<file path="config.mk">
export PLATFORM = sky130hd
export DESIGN_NAME = mtimer_cmp_unit
export DESIGN_NICKNAME = d
export VERILOG_FILES = /design/src/rtl/mtcmp_pkg.sv /design/src/rtl/mtcmp_decode.sv /design/src/rtl/mtcmp_counter.sv /design/src/rtl/mtcmp_bank.sv /design/src/rtl/mtcmp_irq.sv /design/src/rtl/mtimer_cmp_unit.sv
export SDC_FILE = /design/constraint.sdc
export NUM_CORES = 1
export LEC_CHECK = 0
export BUFFER_PORTS_ARGS = -buffer_cell sky130_fd_sc_hd__buf_4
export CAP_MARGIN = 25
export CORE_MARGIN = 5
export CORE_UTILIZATION = 50
export CTS_CLUSTER_DIAMETER = 80
export DETAILED_ROUTE_END_ITERATION = 10
export PLACE_DENSITY = 0.77
export SETUP_SLACK_MARGIN = 0.15
export SLEW_MARGIN = 20
export SYNTH_ARGS = -nofsm -noshare
export SYNTH_HDL_FRONTEND = slang
export SYNTH_SLANG_ARGS = --single-unit
export TNS_END_PERCENT = 20
</file>
<file path="constraint.sdc">
create_clock -name clk -period 7.91 [get_ports clk]
set_clock_uncertainty 0.1 [all_clocks]
set_input_delay 1.582 -clock clk [delete_from_list [all_inputs] [get_ports clk]]
set_output_delay 1.582 -clock clk [all_outputs]
set_load 0.1 [all_outputs]
</file>
<file path="src/rtl/mtcmp_pkg.sv">
package mtcmp_pkg;

  localparam int WORD_W = 64;
  localparam int HALF_W = WORD_W / 2;

  typedef enum logic [1:0] {
    TGT_NONE = 2'd0,
    TGT_CNT  = 2'd1,
    TGT_CMP  = 2'd2
  } tgt_e;

  typedef struct packed {
    logic lo;
    logic hi;
  } wr_mask_t;

  // Merge bus write data into a stored word. A lone upper-half write
  // takes its data from the low lane of the bus.
  function automatic logic [WORD_W-1:0] merge_word(
    input logic [WORD_W-1:0] old_w,
    input logic [WORD_W-1:0] wd,
    input wr_mask_t          m
  );
    logic [WORD_W-1:0] r;
    r = old_w;
    if (m.lo) r[HALF_W-1:0] = wd[HALF_W-1:0];
    if (m.hi) r[WORD_W-1:HALF_W] = m.lo ? wd[WORD_W-1:HALF_W] : wd[HALF_W-1:0];
    return r;
  endfunction

endpackage

</file>
<file path="src/rtl/mtcmp_decode.sv">
module mtcmp_decode
  import mtcmp_pkg::*;
#(
  parameter int                ADDR_W    = 16,
  parameter int                NUM_HARTS = 4,
  parameter int                SLOT_W    = 2,
  parameter logic [ADDR_W-1:0] CMP_BASE  = '0,
  parameter logic [ADDR_W-1:0] CNT_BASE  = '0
) (
  input  logic              req,
  input  logic              we,
  input  logic              size,
  input  logic [ADDR_W-1:0] addr,
  output tgt_e              tgt,
  output logic [SLOT_W-1:0] slot,
  output logic              hi_off,
  output wr_mask_t          wm
);

  localparam int CMP_SPAN = NUM_HARTS * 8;

  logic [ADDR_W-1:0] cmp_off;
  logic              in_cmp;
  logic              in_cnt;
  logic              lo_off;

  always_comb begin
    cmp_off = addr - CMP_BASE;
    in_cmp  = (addr >= CMP_BASE) && (32'(cmp_off) < 32'(CMP_SPAN));
    in_cnt  = (addr[ADDR_W-1:3] == CNT_BASE[ADDR_W-1:3]);
    lo_off  = (addr[2:0] == 3'd0);
    hi_off  = (addr[2:0] == 3'd4);
    slot    = cmp_off[3 +: SLOT_W];

    tgt = TGT_NONE;
    if (lo_off || hi_off) begin
      if (in_cnt)      tgt = TGT_CNT;
      else if (in_cmp) tgt = TGT_CMP;
    end

    wm = '0;
    if (req && we && (tgt != TGT_NONE)) begin
      if (lo_off) begin
        wm.lo = 1'b1;
        wm.hi = size;
      end else if (!size) begin
        wm.hi = 1'b1;
      end
    end
  end

endmodule

</file>
<file path="src/rtl/mtcmp_counter.sv">
module mtcmp_counter
  import mtcmp_pkg::*;
(
  input  logic              clk,
  input  logic              rst,
  input  logic              tick_en,
  input  wr_mask_t          wm,
  input  logic [WORD_W-1:0] wdata,
  output logic [WORD_W-1:0] cnt
);

  always_ff @(posedge clk) begin
    if (rst) begin
      cnt <= '0;
    end else if (wm.lo || wm.hi) begin
      cnt <= merge_word(cnt, wdata, wm);
    end else if (tick_en) begin
      cnt <= cnt + WORD_W'(1);
    end
  end

endmodule

</file>
<file path="src/rtl/mtcmp_bank.sv">
module mtcmp_bank
  import mtcmp_pkg::*;
#(
  parameter int NUM_HARTS = 4,
  parameter int SLOT_W    = 2
) (
  input  logic                        clk,
  input  logic                        rst,
  input  wr_mask_t                    wm,
  input  logic [SLOT_W-1:0]           slot,
  input  logic [WORD_W-1:0]           wdata,
  output logic [NUM_HARTS*WORD_W-1:0] cmp_flat
);

  logic [WORD_W-1:0] cmp_q [NUM_HARTS];

  always_ff @(posedge clk) begin
    if (rst) begin
      for (int i = 0; i < NUM_HARTS; i++) cmp_q[i] <= '0;
    end else if (wm.lo || wm.hi) begin
      for (int i = 0; i < NUM_HARTS; i++) begin
        if (slot == SLOT_W'(i)) cmp_q[i] <= merge_word(cmp_q[i], wdata, wm);
      end
    end
  end

  for (genvar g = 0; g < NUM_HARTS; g++) begin : g_flat
    assign cmp_flat[g*WORD_W +: WORD_W] = cmp_q[g];
  end

endmodule

</file>
<file path="src/rtl/mtcmp_irq.sv">
module mtcmp_irq
  import mtcmp_pkg::*;
#(
  parameter int NUM_HARTS = 4
) (
  input  logic                        clk,
  input  logic                        rst,
  input  logic [WORD_W-1:0]           cnt,
  input  logic [NUM_HARTS*WORD_W-1:0] cmp_flat,
  output logic [NUM_HARTS-1:0]        irq
);

  logic [NUM_HARTS-1:0] hit;

  for (genvar g = 0; g < NUM_HARTS; g++) begin : g_cmp
    assign hit[g] = (cmp_flat[g*WORD_W +: WORD_W] <= cnt);
  end

  always_ff @(posedge clk) begin
    if (rst) irq <= '0;
    else     irq <= hit;
  end

endmodule

</file>
<file path="src/rtl/mtimer_cmp_unit.sv">
module mtimer_cmp_unit
  import mtcmp_pkg::*;
#(
  parameter int                NUM_HARTS  = 4,
  parameter int                FIRST_HART = 0,
  parameter int                ADDR_W     = 16,
  parameter logic [ADDR_W-1:0] CMP_BASE   = 16'h4000,
  parameter logic [ADDR_W-1:0] CNT_BASE   = 16'hBFF8
) (
  input  logic                                 clk,
  input  logic                                 rst,
  input  logic                                 tick_en,
  input  logic                                 req,
  input  logic                                 we,
  input  logic                                 size,
  input  logic [ADDR_W-1:0]                    addr,
  input  logic [63:0]                          wdata,
  output logic [63:0]                          rdata,
  output logic                                 ready,
  output logic [FIRST_HART+NUM_HARTS-1:FIRST_HART] irq
);

  localparam int SLOT_W = (NUM_HARTS > 1) ? $clog2(NUM_HARTS) : 1;

  tgt_e                        tgt;
  logic [SLOT_W-1:0]           slot;
  logic                        hi_off;
  wr_mask_t                    dec_wm;
  wr_mask_t                    cnt_wm;
  wr_mask_t                    cmp_wm;
  logic                        cnt_wr_any;
  logic [WORD_W-1:0]           cnt_q;
  logic [NUM_HARTS*WORD_W-1:0] cmp_flat;
  logic [NUM_HARTS-1:0]        irq_int;
  logic [WORD_W-1:0]           sel_word;
  logic [WORD_W-1:0]           rd_next;

  mtcmp_decode #(
    .ADDR_W    (ADDR_W),
    .NUM_HARTS (NUM_HARTS),
    .SLOT_W    (SLOT_W),
    .CMP_BASE  (CMP_BASE),
    .CNT_BASE  (CNT_BASE)
  ) u_dec (
    .req    (req),
    .we     (we),
    .size   (size),
    .addr   (addr),
    .tgt    (tgt),
    .slot   (slot),
    .hi_off (hi_off),
    .wm     (dec_wm)
  );

  assign cnt_wm     = (tgt == TGT_CNT) ? dec_wm : '0;
  assign cmp_wm     = (tgt == TGT_CMP) ? dec_wm : '0;
  assign cnt_wr_any = cnt_wm.lo | cnt_wm.hi;

  mtcmp_counter u_cnt (
    .clk     (clk),
    .rst     (rst),
    .tick_en (tick_en),
    .wm      (cnt_wm),
    .wdata   (wdata),
    .cnt     (cnt_q)
  );

  mtcmp_bank #(
    .NUM_HARTS (NUM_HARTS),
    .SLOT_W    (SLOT_W)
  ) u_bank (
    .clk      (clk),
    .rst      (rst),
    .wm       (cmp_wm),
    .slot     (slot),
    .wdata    (wdata),
    .cmp_flat (cmp_flat)
  );

  mtcmp_irq #(
    .NUM_HARTS (NUM_HARTS)
  ) u_irq (
    .clk      (clk),
    .rst      (rst),
    .cnt      (cnt_q),
    .cmp_flat (cmp_flat),
    .irq      (irq_int)
  );

  assign irq = irq_int;

  // Read path: select the addressed word, then the addressed half.
  always_comb begin
    sel_word = '0;
    if (tgt == TGT_CNT) begin
      sel_word = cnt_q;
    end else if (tgt == TGT_CMP) begin
      for (int i = 0; i < NUM_HARTS; i++) begin
        if (slot == SLOT_W'(i)) sel_word = cmp_flat[i*WORD_W +: WORD_W];
      end
    end

    if (hi_off)    rd_next = {{HALF_W{1'b0}}, sel_word[WORD_W-1:HALF_W]};
    else if (size) rd_next = sel_word;
    else           rd_next = {{HALF_W{1'b0}}, sel_word[HALF_W-1:0]};
  end

  always_ff @(posedge clk) begin
    if (rst) begin
      ready <= 1'b0;
      rdata <= '0;
    end else begin
      ready <= req;
      rdata <= (req && !we) ? rd_next : '0;
    end
  end

endmodule

</file>
==> flow_metrics.env, run 1 <==
export IMPL_die_area_sq_um=52800
export IMPL_crit_fanout=63
export IMPL_fin_ws_ns=3.00
export IMPL_drtAntennaViolNets=0
export IMPL_grt_pass1_vias=20742
export IMPL_cts_setup_buffers=0
export IMPL_cts_max_path_buffers=3
export IMPL_r2r_end="u_irq.irq[2]"
export IMPL_r2r_cells=8
export IMPL_cts_tree="yes"
export IMPL_hp_start="u_cnt.cnt[41]"
export IMPL_route_detailed_wl_per_inst_microns=27.7
export IMPL_synth_avg_cell_area_sq_um=10.3
export IMPL_cts_htree_levels=2
export IMPL_end_kind="flop"
export IMPL_vias=21176
export IMPL_grt_pass1_wl_microns=127000
export IMPL_boundaryPins=155
export IMPL_via_per_inst=6.82
export IMPL_fmax_mhz=204
export IMPL_portBuffers=154
export IMPL_critPathLaunchType="primary input"
export IMPL_clk_latency_ns=0.60
export IMPL_syn_num_nets=2687
export IMPL_setup_viol=0
export IMPL_drive_gt1_share_pct=16.6
export IMPL_gp_congestion=0.965
export IMPL_initial_core_util_pct=50.6
export IMPL_grt_util_all_layers_pct=31.3
export IMPL_ys_warnings_count=0
export IMPL_synth_area_leader_cell="edfxtp_1"
export IMPL_numCtsBuffers=45
export IMPL_hold_end="u_cnt.cnt[41]"
export IMPL_dpl_hpwl_microns=61900
export IMPL_die_width_microns=230
export IMPL_die_h_microns=230
export IMPL_synth_cells=2344
export IMPL_r2r_start="u_cnt.cnt[59]"
export IMPL_period_share_pct=62.0
export IMPL_r2r_setup_slack_ns=4.03
export IMPL_post_route_drc_count=0
export IMPL_drv_slew=0
export IMPL_final_cells=3103
export IMPL_antenna_found_initial=3
export IMPL_worstMarginPinSlew_ns=1.09
export IMPL_dp_slack_ns=2.48
export IMPL_placementRows=80
export IMPL_grt_overflow=0
export IMPL_hold_path_class="reg2reg"
export IMPL_post_cts_resized=0
export IMPL_whs_path_depth=2
export IMPL_yosys_top_cells_count="ha_1, edfxtp_1, nor2_1, a21oi_1, nand2_1"
export IMPL_cts_root_buffer="clkbuf_16"
export IMPL_synth_main_ff_cell="edfxtp_1"
export IMPL_critPathKind="in2reg"
export IMPL_clock_sinks=389
export IMPL_slew_headroom_pct=27.0
export IMPL_power_density_nw_per_um2=179
export IMPL_rsz0062_at_grt="no"
export IMPL_path_clk_slew_ns=0.06
export IMPL_synth_seq_area_share_pct=42.9
export IMPL_syn_area_sq_um=24100
export IMPL_ys_ff_latch=389
export IMPL_yosysTopAreaCellShare_pct=31.8
export IMPL_final_nets=2790
export IMPL_ir_worst_vdd_v=0.000208
export IMPL_synthArstFlopShare_pct=0
export IMPL_p_leak_nw=10.4
export IMPL_timing_final_crit_period_ns=4.91
export IMPL_cts_hold_buf=0
export IMPL_ys_types=77
export IMPL_dp_cells=3014
export IMPL_outcome="finished, final reports clean"
export IMPL_first_iter_violations=3204
export IMPL_setup_tns_ns=0
export IMPL_arrival_ns=5.25
export IMPL_area_growth_pct=14.1
export IMPL_core_area_sq_um=47700
export IMPL_grt_max_degree=92
export IMPL_finalHoldViolCount=0
export IMPL_yosysMostFrequentCell="ha_1"
export IMPL_crit_path_start="addr[3]"
export IMPL_synth_edff_count=256
export IMPL_cp_required_ns=8.25
export IMPL_yosys_top_cells_area="edfxtp_1, ha_1, dfxtp_1"
export IMPL_cap_viol_max_count=0
export IMPL_dr_pass1_iters=7
export IMPL_wl_microns=86100
state kept, by name, indices dropped and copies added (netlist names):
register and flops:
u_cnt.cnt 64, rdata 64, u_bank.cmp_q 256, u_irq.irq 4
ready 1
report_power, final:
group          switching, W  internal, W  leakage [nW]
Sequential        0.0000503      0.00223          3.50
Clock              0.000904      0.00126         0.771
Combinational      0.000304     0.000190          6.16
Total               0.00126      0.00368          10.4
cell families after synthesis:
logic type,share of synthesized area (%)
mux,9.18
flops,42.9
buf+inv,3.54
compound gates,13.7
simple gates,17.4
fa+ha+maj,13.3
worst max-delay path, cell delays in order:
cell,delay (ns)
buf_4,0.64
nand4bb_4,0.19
nor4_4,0.30
buf_4,0.69
nand3_1,0.73
buf_4,0.47
mux2_2,0.30
o22ai_1,0.17
a211oi_1,0.10
worst max-delay path by stage:
stage	endpoint	slack [ns]	cells after the start
2_1_floorplan	u_bank.cmp_q[3][0]	2.19	4
3_5_place_dp	u_cnt.cnt[41]	2.48	9
6_report	u_cnt.cnt[45]	3.00	9
5_1_grt	u_cnt.cnt[12]	2.82	9
4_1_cts	u_cnt.cnt[45]	3.08	9
3_3_place_gp	u_cnt.cnt[40]	2.55	9
metrics by stage:
stage          hold WS, ns  total power (W)  utilization, %  cell area, sq um
2_1_floorplan        0.379          0.00259               -             24100
3_3_place_gp         0.400          0.00278            54.3             25900
3_5_place_dp         0.412          0.00280            54.4             26000
4_1_cts              0.428          0.00492            57.6             27500
5_1_grt              0.456          0.00507            57.7             27500
6_report             0.431          0.00494            57.7             27600
layout make-up:
type	count	area (sq um)
diodes	4	10.0
clock inverters	20	121
well taps	615	769
multi-input cells	1737	13100
clock buffers	64	1420
repair buffers	193	1500
flip-flops and latches	389	10300
inverters	81	304
fillers	3984	20200
routing by layer:
metal  wire length, microns  track usage [%]
met4                   5120             15.2
met3                  11200             7.86
met1                  31700             41.0
met2                  38100             48.9
met5                      0                0
layout by cell type, fill, tap and decap left out, types with 39 or more instances in the layout:
cell | netlist | routed
inv_1 | 81 | 81
a21oi_1 | 171 | 170
and3_1 | 101 | 101
nand4_1 | 85 | 85
nor2_1 | 253 | 251
edfxtp_1 | 256 | 256
a21o_1 | 39 | 39
and2_1 | 47 | 46
nand2_1 | 145 | 142
o21ai_0 | 100 | 94
ha_1 | 257 | 257
mux4_2 | 64 | 64
dfxtp_1 | 133 | 133
buf_4 | 3 | 189
a22oi_1 | 53 | 53
nand3_1 | 65 | 64
clkbuf_16 | 0 | 53
(Power assumes the default switching activity.)
==> inputs of run 2 (changes only) <==
ABC_AREA = 1   (was not set)
PLACE_DENSITY = 0.79   (was 0.77)
clock period = 4.15 ns   (was 7.91 ns; I/O delays follow)
==> run 2 against run 1 <==
Against the previous run: clock-buffer cell count down 14; global-route usage up 2.5 points; flip-flop and latch count unchanged; routed wire length up 10%; register-to-register slack worse by 3.4 ns; critical path depth down 1; hold slack worse by 0.082 ns; final cell count up 30%; critical endpoint is now u_irq.irq[0]; largest cell class unchanged; highest routed layer is now met5.
==> flow_metrics.env, run 2 <==
export IMPL_ir_worst_vdd_v=0.000336
export IMPL_largest_register="u_bank.cmp_q"
export IMPL_grt_util_all_layers_pct=33.9
export IMPL_place_area_sq_um=27100
export IMPL_core_area_sq_um=49800
export IMPL_synth_seq_area_share_pct=41.4
export IMPL_synth_xor_area_share_pct=1.09
export IMPL_die_area_sq_um=54600
export IMPL_clk_latency_ns=0.62
export IMPL_hold_ws_ns=0.349
export IMPL_grt_max_degree=94
export IMPL_initial_core_util_pct=50.2
export IMPL_numCtsBuffers=44
export IMPL_area_growth_pct=14.2
export IMPL_post_route_drc_count=0
export IMPL_muxShareOfSynthArea_pct=0
export IMPL_die_h_microns=234
export IMPL_cts_tree="yes"
export IMPL_r2r_cells=8
export IMPL_p_int_w=0.00708
export IMPL_cp_num_buf_inv=1
export IMPL_clock_sinks=389
export IMPL_cts_setup_buffers=0
export IMPL_antenna_found_initial=1
export IMPL_placementRows=82
export IMPL_dpl_hpwl_microns=69300
export IMPL_r2r_end="u_irq.irq[0]"
export IMPL_synth_compound_area_share_pct=13.0
export IMPL_reg_top3="u_bank.cmp_q (256), rdata (64), u_cnt.cnt (64)"
export IMPL_cts_hold_buf=0
export IMPL_cts_max_path_buffers=3
export IMPL_syn_num_nets=3533
export IMPL_ys_ff_latch=389
export IMPL_critPathSlowestCell="nor4_1"
export IMPL_r2r_setup_slack_ns=0.60
export IMPL_critPathKind="reg2reg"
export IMPL_ys_warnings_count=0
export IMPL_grt_pass1_wl_microns=140000
export IMPL_via_per_inst=6.09
export IMPL_yosys_top_cells_count="nor2_1, nand2_1, o21ai_0, ha_1, edfxtp_1"
export IMPL_p_leak_nw=12.0
export IMPL_crit_fanout=8
export IMPL_vias=24585
export IMPL_drive_gt1_share_pct=9.81
export IMPL_p_sw_w=0.00294
export IMPL_grt_pass1_vias=22833
export IMPL_timing_final_crit_period_ns=3.55
export IMPL_wl_microns=95000
export IMPL_rsz0062_at_grt="no"
export IMPL_synth_fa_ha_area_share_pct=12.9
export IMPL_arrival_ns=3.94
export IMPL_crit_path_start="u_cnt.cnt[55]"
export IMPL_ys_types=44
export IMPL_worstMarginPinSlew_ns=1.06
export IMPL_seq_power_share_pct=44.4
export IMPL_crit_path_cell_trace="inv_1, ha_1, nand2_1, nor4_1, nand2_1, nor3_1, nand4_1, a21oi_1"
export IMPL_finalHoldViolCount=0
export IMPL_cp_common_cell="nand2_1"
export IMPL_first_iter_violations=3732
export IMPL_synth_main_ff_cell="edfxtp_1"
export IMPL_die_width_microns=234
export IMPL_busiest_layer="met2"
export IMPL_path_delay_family="simple AND/OR/NAND/NOR gates"
export IMPL_yosysMostFrequentCell="nor2_1"
export IMPL_period_share_pct=85.6
export IMPL_hold_path_class="in2reg"
export IMPL_grtUsageMet2_pct=50.2
export IMPL_synthArstFlopShare_pct=0
export IMPL_drv_slew=0
export IMPL_outcome="finished, final reports clean"
export IMPL_swShare_pct=29.4
export IMPL_dr_pass1_iters=8
export IMPL_synth_cells=3190
export IMPL_hp_start="req"
export IMPL_slowest_delay_ns=0.81
export IMPL_grtUsageMet3_pct=8.84
export IMPL_drtAntennaViolNets=0
export IMPL_boundaryPins=155
export IMPL_yosys_area_share_simple_pct=25.2
export IMPL_largest_reg_flops=256
export IMPL_post_cts_resized=0
export IMPL_end_kind="flop"
export IMPL_syn_area_sq_um=25000
export IMPL_whs_path_depth=3
export IMPL_mostFrequentLayoutCell="nor2_1"
export IMPL_gp_congestion=1.09
export IMPL_yosys_top_cells_area="edfxtp_1, ha_1, dfxtp_1"
export IMPL_final_nets=3672
export IMPL_setup_viol=0
export IMPL_power_density_nw_per_um2=351
export IMPL_cap_viol_max_count=0
export IMPL_portBuffers=154
export IMPL_clockPowerShare_pct=40.4
export IMPL_grtUsageMet1_pct=44.7
export IMPL_cts_root_buffer="clkbuf_16"
export IMPL_hold_end="ready"
export IMPL_synth_avg_cell_area_sq_um=7.83
export IMPL_grt_overflow=0
export IMPL_r2r_start="u_cnt.cnt[55]"
export IMPL_cts_htree_levels=2
export IMPL_critPathLaunchType="flop"
export IMPL_synth_area_leader_cell="edfxtp_1"
export IMPL_slew_headroom_pct=28.7
export IMPL_total_power_w=0.0100
export IMPL_path_clk_slew_ns=0.06
export IMPL_synth_top_family_by_area="simple AND/OR/NAND/NOR gates"
export IMPL_fmax_mhz=281
export IMPL_route_detailed_wl_per_inst_microns=23.5
export IMPL_yosysTopAreaCellShare_pct=30.8
export IMPL_synth_edff_count=256
export IMPL_final_cell_area_sq_um=28500
export IMPL_cp_required_ns=4.53
export IMPL_layout_common_cells="nor2_1, nand2_1, o21ai_0, ha_1, edfxtp_1"
export IMPL_combPwrFrac_pct=15.2
export IMPL_insertedDiodeCount=0
[run 2: worst register-to-register path: stages (launching register included)]
cell,delay [ns]
dfxtp_1,0.51
inv_1,0.23
ha_1,0.37
nand2_1,0.10
nor4_1,0.82
nand2_1,0.38
nor3_1,0.43
nand4_1,0.13
a21oi_1,0.37
[run 2: layer usage]
layer | vias up | share of wire (%)
met4 | 2 | 6.9
met1 | 11355 | 37
met5 | - | 0.018
met3 | 351 | 14
li1 | 11097 | -
met2 | 1780 | 42
[run 2: final cells by class]
class / instances / area [sq um]
fillers: 4548 / 21200
clock inverters: 32 / 297
clock buffers: 50 / 1170
multi-input cells: 2427 / 13200
inverters: 247 / 928
well taps: 672 / 841
repair buffers: 220 / 1770
flip-flops and latches: 389 / 10300
[run 2: worst max-delay path by stage]
stage / slack (ns) / cells after the start / endpoint
floorplan: -0.63 / 7 / u_bank.cmp_q[0][0]
global placement: 0.53 / 10 / u_bank.cmp_q[3][49]
detailed placement: 0.43 / 10 / u_bank.cmp_q[3][48]
CTS: 0.88 / 8 / u_irq.irq[0]
global route: 0.50 / 8 / u_irq.irq[0]
finish: 0.60 / 8 / u_irq.irq[0]
[run 2: logic make-up (layout without fill, tap and decap cells)]
group / count (synthesis) / after routing
fa+ha+maj: 257 / 257
buf+inv: 374 / 549
simple gates: 1555 / 1555
flops: 389 / 389
compound gates: 584 / 584
xor+xnor: 31 / 31
[run 2: power by group through the flow]
stage          clock network (W)  registers, W  logic [W]
6_report                 0.00405       0.00445    0.00152
5_1_grt                  0.00420       0.00446    0.00167
4_1_cts                  0.00406       0.00444    0.00147
3_5_place_dp                   0       0.00452    0.00145
3_3_place_gp                   0       0.00452    0.00142
2_1_floorplan                  0       0.00452   0.000877
[run 2: stage by stage]
step	util [%]	cells	setup WS (ns)	TNS, ns
after floorplan	-	3190	-0.627	-158.43
after global placement	54.4	3954	0.534	0
after detailed placement	54.4	3955	0.432	0
after CTS	57.3	4037	0.884	0
after global routing	57.3	4037	0.503	0
final	57.3	4037	0.596	0
